### src/rtl/alu8_pkg.sv
package alu8_pkg;

  typedef enum logic [3:0] {
    OP_ADD    = 4'd0,
    OP_ADC    = 4'd1,
    OP_SUB    = 4'd2,
    OP_SBC    = 4'd3,
    OP_AND    = 4'd4,
    OP_OR     = 4'd5,
    OP_XOR    = 4'd6,
    OP_ANDN   = 4'd7,
    OP_COM    = 4'd8,
    OP_NEG    = 4'd9,
    OP_INC    = 4'd10,
    OP_DEC    = 4'd11,
    OP_CMP    = 4'd12,
    OP_CMPC   = 4'd13,
    OP_SETALL = 4'd14,
    OP_NONE   = 4'd15
  } alu_op_e;

  localparam int FL_C = 0;
  localparam int FL_Z = 1;
  localparam int FL_N = 2;
  localparam int FL_V = 3;
  localparam int FL_S = 4;
  localparam int FL_H = 5;

  localparam logic [7:0] MASK_ARITH = 8'b0011_1111;
  localparam logic [7:0] MASK_LOGIC = 8'b0001_1110;
  localparam logic [7:0] MASK_COMP  = 8'b0001_1111;
  localparam logic [7:0] MASK_NONE  = 8'b0000_0000;

  function automatic logic [7:0] flag_mask(alu_op_e op);
    case (op)
      OP_ADD, OP_ADC, OP_SUB, OP_SBC,
      OP_NEG, OP_CMP, OP_CMPC:          return MASK_ARITH;
      OP_AND, OP_OR, OP_XOR, OP_ANDN,
      OP_INC, OP_DEC:                   return MASK_LOGIC;
      OP_COM:                           return MASK_COMP;
      default:                          return MASK_NONE;
    endcase
  endfunction

  function automatic logic writes_result(alu_op_e op);
    return !(op == OP_CMP || op == OP_CMPC || op == OP_NONE);
  endfunction

endpackage

### src/rtl/alu8_operand_sel.sv
module alu8_operand_sel
  import alu8_pkg::*;
#(
  parameter int WIDTH = 8
) (
  input  alu_op_e          op,
  input  logic [WIDTH-1:0] opa,
  input  logic [WIDTH-1:0] b_eff,
  input  logic             carry_flag,
  output logic [WIDTH-1:0] x,
  output logic [WIDTH-1:0] y,
  output logic             cin,
  output logic             is_sub
);
  localparam logic [WIDTH-1:0] ONE  = {{(WIDTH-1){1'b0}}, 1'b1};
  localparam logic [WIDTH-1:0] ZERO = '0;

  always_comb begin
    x      = opa;
    y      = b_eff;
    cin    = 1'b0;
    is_sub = 1'b0;
    case (op)
      OP_ADC:          cin = carry_flag;
      OP_SUB, OP_CMP:  is_sub = 1'b1;
      OP_SBC, OP_CMPC: begin is_sub = 1'b1; cin = carry_flag; end
      OP_NEG:          begin x = ZERO; y = opa; is_sub = 1'b1; end
      OP_INC:          y = ONE;
      OP_DEC:          begin y = ONE; is_sub = 1'b1; end
      default:         ;
    endcase
  end
endmodule

### src/rtl/alu8_addsub.sv
module alu8_addsub #(
  parameter int WIDTH = 8
) (
  input  logic [WIDTH-1:0] x,
  input  logic [WIDTH-1:0] y,
  input  logic             cin,
  input  logic             is_sub,
  output logic [WIDTH-1:0] sum,
  output logic             cout,
  output logic             hout,
  output logic             vout
);
  localparam int HW = WIDTH / 2;

  function automatic logic [WIDTH:0] wide_op(logic [WIDTH-1:0] a, logic [WIDTH-1:0] b,
                                             logic c, logic sub);
    logic [WIDTH:0] ea, eb, ec;
    ea = {1'b0, a};
    eb = {1'b0, b};
    ec = {{WIDTH{1'b0}}, c};
    return sub ? (ea - eb - ec) : (ea + eb + ec);
  endfunction

  function automatic logic [HW:0] nib_op(logic [HW-1:0] a, logic [HW-1:0] b,
                                         logic c, logic sub);
    logic [HW:0] ea, eb, ec;
    ea = {1'b0, a};
    eb = {1'b0, b};
    ec = {{HW{1'b0}}, c};
    return sub ? (ea - eb - ec) : (ea + eb + ec);
  endfunction

  function automatic logic sign_ovf(logic sa, logic sb, logic sr, logic sub);
    return sub ? ((sa != sb) && (sr != sa)) : ((sa == sb) && (sr != sa));
  endfunction

  logic [WIDTH:0] full;
  logic [HW:0]    nib;

  always_comb begin
    full = wide_op(x, y, cin, is_sub);
    nib  = nib_op(x[HW-1:0], y[HW-1:0], cin, is_sub);
    sum  = full[WIDTH-1:0];
    cout = full[WIDTH];
    hout = nib[HW];
    vout = sign_ovf(x[WIDTH-1], y[WIDTH-1], full[WIDTH-1], is_sub);
  end
endmodule

### src/rtl/alu8_logic_unit.sv
module alu8_logic_unit
  import alu8_pkg::*;
#(
  parameter int WIDTH = 8
) (
  input  alu_op_e          op,
  input  logic [WIDTH-1:0] a,
  input  logic [WIDTH-1:0] b,
  output logic [WIDTH-1:0] r
);
  always_comb begin
    case (op)
      OP_AND:  r = a & b;
      OP_OR:   r = a | b;
      OP_XOR:  r = a ^ b;
      OP_ANDN: r = a & ~b;
      OP_COM:  r = ~a;
      default: r = '0;
    endcase
  end
endmodule

### src/rtl/alu8_status_reg.sv
module alu8_status_reg (
  input  logic       clk,
  input  logic       rst_n,
  input  logic       en,
  input  logic [7:0] mask,
  input  logic [7:0] cand,
  output logic [7:0] status
);
  always_ff @(posedge clk) begin
    if (!rst_n)  status <= 8'h00;
    else if (en) status <= (status & ~mask) | (cand & mask);
  end
endmodule

### src/rtl/alu8_status_core.sv
module alu8_status_core
  import alu8_pkg::*;
(
  input  logic       clk,
  input  logic       rst_n,
  input  logic       op_en,
  input  logic [3:0] op_sel,
  input  logic [7:0] opa,
  input  logic [7:0] opb,
  input  logic [7:0] imm,
  input  logic       use_imm,
  output logic [7:0] result,
  output logic       result_we,
  output logic [7:0] status
);
  localparam int WIDTH = 8;

  alu_op_e          op;
  logic [WIDTH-1:0] b_eff, x, y, arith_r, logic_r;
  logic             cin, is_sub, a_c, a_h, a_v;
  logic             is_logic, is_arith, z_chain, raw_zero;
  logic [7:0]       cand, mask;

  assign op    = alu_op_e'(op_sel);
  assign b_eff = use_imm ? imm : opb;

  alu8_operand_sel #(.WIDTH(WIDTH)) u_sel (
    .op(op), .opa(opa), .b_eff(b_eff), .carry_flag(status[FL_C]),
    .x(x), .y(y), .cin(cin), .is_sub(is_sub)
  );

  alu8_addsub #(.WIDTH(WIDTH)) u_add (
    .x(x), .y(y), .cin(cin), .is_sub(is_sub),
    .sum(arith_r), .cout(a_c), .hout(a_h), .vout(a_v)
  );

  alu8_logic_unit #(.WIDTH(WIDTH)) u_log (
    .op(op), .a(opa), .b(b_eff), .r(logic_r)
  );

  assign is_logic = (op inside {OP_AND, OP_OR, OP_XOR, OP_ANDN, OP_COM});
  assign is_arith = (op inside {OP_ADD, OP_ADC, OP_SUB, OP_SBC, OP_NEG,
                                OP_INC, OP_DEC, OP_CMP, OP_CMPC});
  assign z_chain  = (op == OP_SBC) || (op == OP_CMPC);

  always_comb begin
    if (op == OP_SETALL) result = 8'hFF;
    else if (is_logic)   result = logic_r;
    else if (is_arith)   result = arith_r;
    else                 result = 8'h00;
  end

  assign result_we = writes_result(op);
  assign mask      = flag_mask(op);
  assign raw_zero  = (result == 8'h00);

  always_comb begin
    cand       = status;
    cand[FL_N] = result[7];
    cand[FL_Z] = z_chain ? (raw_zero & status[FL_Z]) : raw_zero;
    cand[FL_V] = is_logic ? 1'b0 : a_v;
    cand[FL_C] = (op == OP_COM) ? 1'b1 : a_c;
    cand[FL_H] = a_h;
    cand[FL_S] = cand[FL_N] ^ cand[FL_V];
  end

  alu8_status_reg u_st (
    .clk(clk), .rst_n(rst_n), .en(op_en), .mask(mask), .cand(cand), .status(status)
  );
endmodule

### config.mk
export PLATFORM = sky130hd
export DESIGN_NAME = alu8_status_core
export DESIGN_NICKNAME = d
export VERILOG_FILES = /design/src/rtl/alu8_pkg.sv /design/src/rtl/alu8_operand_sel.sv /design/src/rtl/alu8_addsub.sv /design/src/rtl/alu8_logic_unit.sv /design/src/rtl/alu8_status_reg.sv /design/src/rtl/alu8_status_core.sv
export SDC_FILE = /design/constraint.sdc
export NUM_CORES = 1
export LEC_CHECK = 0
export ABC_CLOCK_PERIOD_IN_PS = 14100
export BUFFER_PORTS_ARGS = -buffer_cell sky130_fd_sc_hd__buf_4
export CORE_AREA = 4 4 104 106
export CTS_CLUSTER_SIZE = 8
export DETAILED_ROUTE_END_ITERATION = 10
export DIE_AREA = 0 0 108 110
export PLACE_DENSITY = 0.5
export SETUP_SLACK_MARGIN = 0.05
export SLEW_MARGIN = 10
export SYNTH_ARGS = -nofsm -noshare
export SYNTH_HDL_FRONTEND = slang
export SYNTH_HIERARCHICAL = 1
export SYNTH_SLANG_ARGS = --single-unit
export TNS_END_PERCENT = 20
### constraint.sdc
create_clock -name clk -period 14.1 [get_ports clk]
set_clock_uncertainty 0.05 [all_clocks]
set_input_delay 4.23 -clock clk [delete_from_list [all_inputs] [get_ports clk]]
set_output_delay 4.23 -clock clk [all_outputs]
set_load 0.05 [all_outputs]
==> metrics.yaml <==
status: "finished, final reports clean"
finalSetupTns_ns: 0
drc_errors: 0
finalCritPeriodShare_pct: 87.5
routedWlPerCell_um: 15.2
p_leak_nw: 1.53
synth_seq_cells: 8
p_per_area_nw_per_um2: 73.8
hold_viol_final: 0
utilization_pct: 34.1
final-seq-area_sq_um: 160
core_sq_um: 9770
slew_viol_final: 0
drive_above_1_share_pct: 21.0
portBuffers: 48
cp.arrival_ns: 8.06
antenna_left: 0
num_vias: 2816
crit_chain: "buf_4 -> nand2b_1 -> o21ba_2 -> a21oi_1 -> inv_1 -> fa_1 -> nor3b_1 -> nor3_2 -> o211ai_1 -> xnor2_1 -> o21ai_0 -> mux2_2 -> o22ai_1 -> a211o_2 -> inv_1 -> buf_4"
io_pins: 49
cp.required_ns: 9.82
cts.sinks: 8
rsz0062_at_grt: "no"
via_per_inst: 5.02
cap_violations: 0
dr.pass1.iters: 4
synthMuxAreaShare_pct: 11.9
start_util_pct: 29.7
whs_ns: 0.411
hold_class: "reg2reg"
dp_hpwl_um: 6810
critPathSlowestCell: "o21ai_0"
cts.path.max_buffers: 2
syn_avg_cell_area_sq_um: 7.35
synthFlopType: "dfxtp_1"
grt_pass1_wl_um: 13700
synthArstFlopShare_pct: 0
relSlewSlack_pct: 36.3
cts_tree: "built"
synth_xor_area_share_pct: 3.62
cts_resized: 0
yosys_warnings: 6
ff2ff_setup_slack_ns: 10.50
die_area_sq_um: 11900
syn_area_sq_um: 2900
synth_top_area_share_pct: 12.5
cts_setup_buffers: 0
grt_overflow_total: 0
syn_to_final_growth_pct: 15.0
fmax_mhz: 81.1
synth_compound_area_share_pct: 25.7
grt_pass1_vias: 2691
yosys.area.top_type: "ha_1"
htree_levels: 1
cts_root_buf: "clkbuf_8"
path_clk_slew_ns: 0.04
worst_pin_slew_ns: 0.954
core.rowCount: 36
totalWireLength_um: 8510
grtUsageTotal_pct: 14.3
grt_max_degree: 36
multiInputGateArea_sq_um: 2420
clkLatencyLatePin_ns: 0.23
synth_cell_types: 71
synthAdderAreaFrac_pct: 15.3
start_kind: "primary input"
synthSimpleGateAreaFrac_pct: 26.8
critPathMaxStageDelay_ns: 0.52
synth_edf_count: 0
fp.dieW_um: 108
nets: 495
gp_congestion: 0.867
total_power_mw: 0.246
ir_worst_vdd_mv: 0.0270
synth_top_family_by_area: "simple AND/OR/NAND/NOR gates"
setup_viol: 0
synthCells: 395
yosysSeqAreaShare_pct: 5.52
cts_hold_buffers: 0
antennaDiodeCount: 0
synth.area.top_cells: "ha_1, nand2_1, mux2i_1"
cts_buffers: 3
antenna_found_initial: 0
num-fill-cells: 1028
cp_max_fo: 35
min_period_ns: 12.34
fp.dieH_um: 110
critical_path_buf_inv_count: 4
drt_iter0_drc: 161
cp-end-kind: "output port"
path_delay_family: "compound AO/OA/AOI/OAI gates"
post-place-cells: 558
crit_type: "in2out"
layout.cells.non_filler: 561
cell families after synthesis:
| family | count (synthesis) |
|---|---|
| multiplexers | 32 |
| XOR/XNOR | 12 |
| buffers and inverters | 67 |
| AND/OR/NAND/NOR | 147 |
| AO/OA/AOI/OAI | 95 |
| flip-flops | 8 |
| adder cells (fa/ha/maj) | 33 |
| other | 1 |
routing by layer:
metal	global-route usage, %	vias up	share of wire, %
met4	2.52	0	1.4
met1	19.3	1308	46
met3	1.63	10	4.4
met2	24.7	54	48
met5	0	-	0
li1	-	1444	-
power by group:
part | switching, mW | internal, mW | total, mW
clock | 0.00910 | 0.0185 | 0.0276
sequential | 0.000974 | 0.0243 | 0.0253
combinational | 0.116 | 0.0770 | 0.193
total | 0.126 | 0.120 | 0.246
synthesized netlist by cell type, drive strengths merged (9+ instances only):
cell type and n:
a21oi 14, buf 12, ha 29, inv 46, mux2 9, mux2i 22
nand2 66, nor2 20, nor2b 14, o21ai 24, o221ai 10, o22a 9
xnor2 9
cell usage in the layout, fill, tap and decap left out, drive strengths merged, types with 4 or more instances in the layout:
cell type	count
fa	4
mux2i	22
o221ai	10
dfxtp	8
mux2	9
ha	29
xnor2	9
and3	6
nor2	20
and2b	7
a2111oi	4
o21ai	24
o22a	9
a21oi	14
a211oi	4
nor2b	14
nor3	4
nand2	66
buf	49
nor4	4
nand2b	5
inv	46
o22ai	4
metrics by stage:
stage	worst slack, ns	instance area, sq um
3_5_place_dp	1.80	3300
6_report	1.76	3340
5_1_grt	1.49	3340
2_1_floorplan	1.92	2910
4_1_cts	1.84	3340
3_3_place_gp	1.91	3300
layout make-up:
type                            count  share of cell area, %
Timing Repair Buffer               49                   11.0
Inverter                           47                   5.29
Sequential cell                     8                   4.80
Tap cell                          133                   4.99
Multi-Input combinational cell    321                   72.7
Clock buffer                        3                   1.24
path summary, 6_finish.rpt:
| path | from | endpoint | depth (start not counted) |
|---|---|---|---|
| min reg2reg | register | register | 2 |
| min | register | register | 2 |
| max | op_sel[2] | result[7] | 16 |
| max reg2reg | register | register | 16 |
worst reg2reg max path, cell delays in order, from the launching register on:
cell,delay (ns)
dfxtp_1,0.34
and3_1,0.21
fa_1,0.42
inv_1,0.08
ha_1,0.23
nand2_1,0.09
a211oi_1,0.11
or4_4,0.51
nand3_1,0.11
o21ai_0,0.24
mux2_2,0.35
o22ai_1,0.13
a211o_2,0.15
nand4bb_1,0.11
nor4_2,0.22
nand2_1,0.08
mux2i_1,0.11
(Power assumes the default switching activity.)
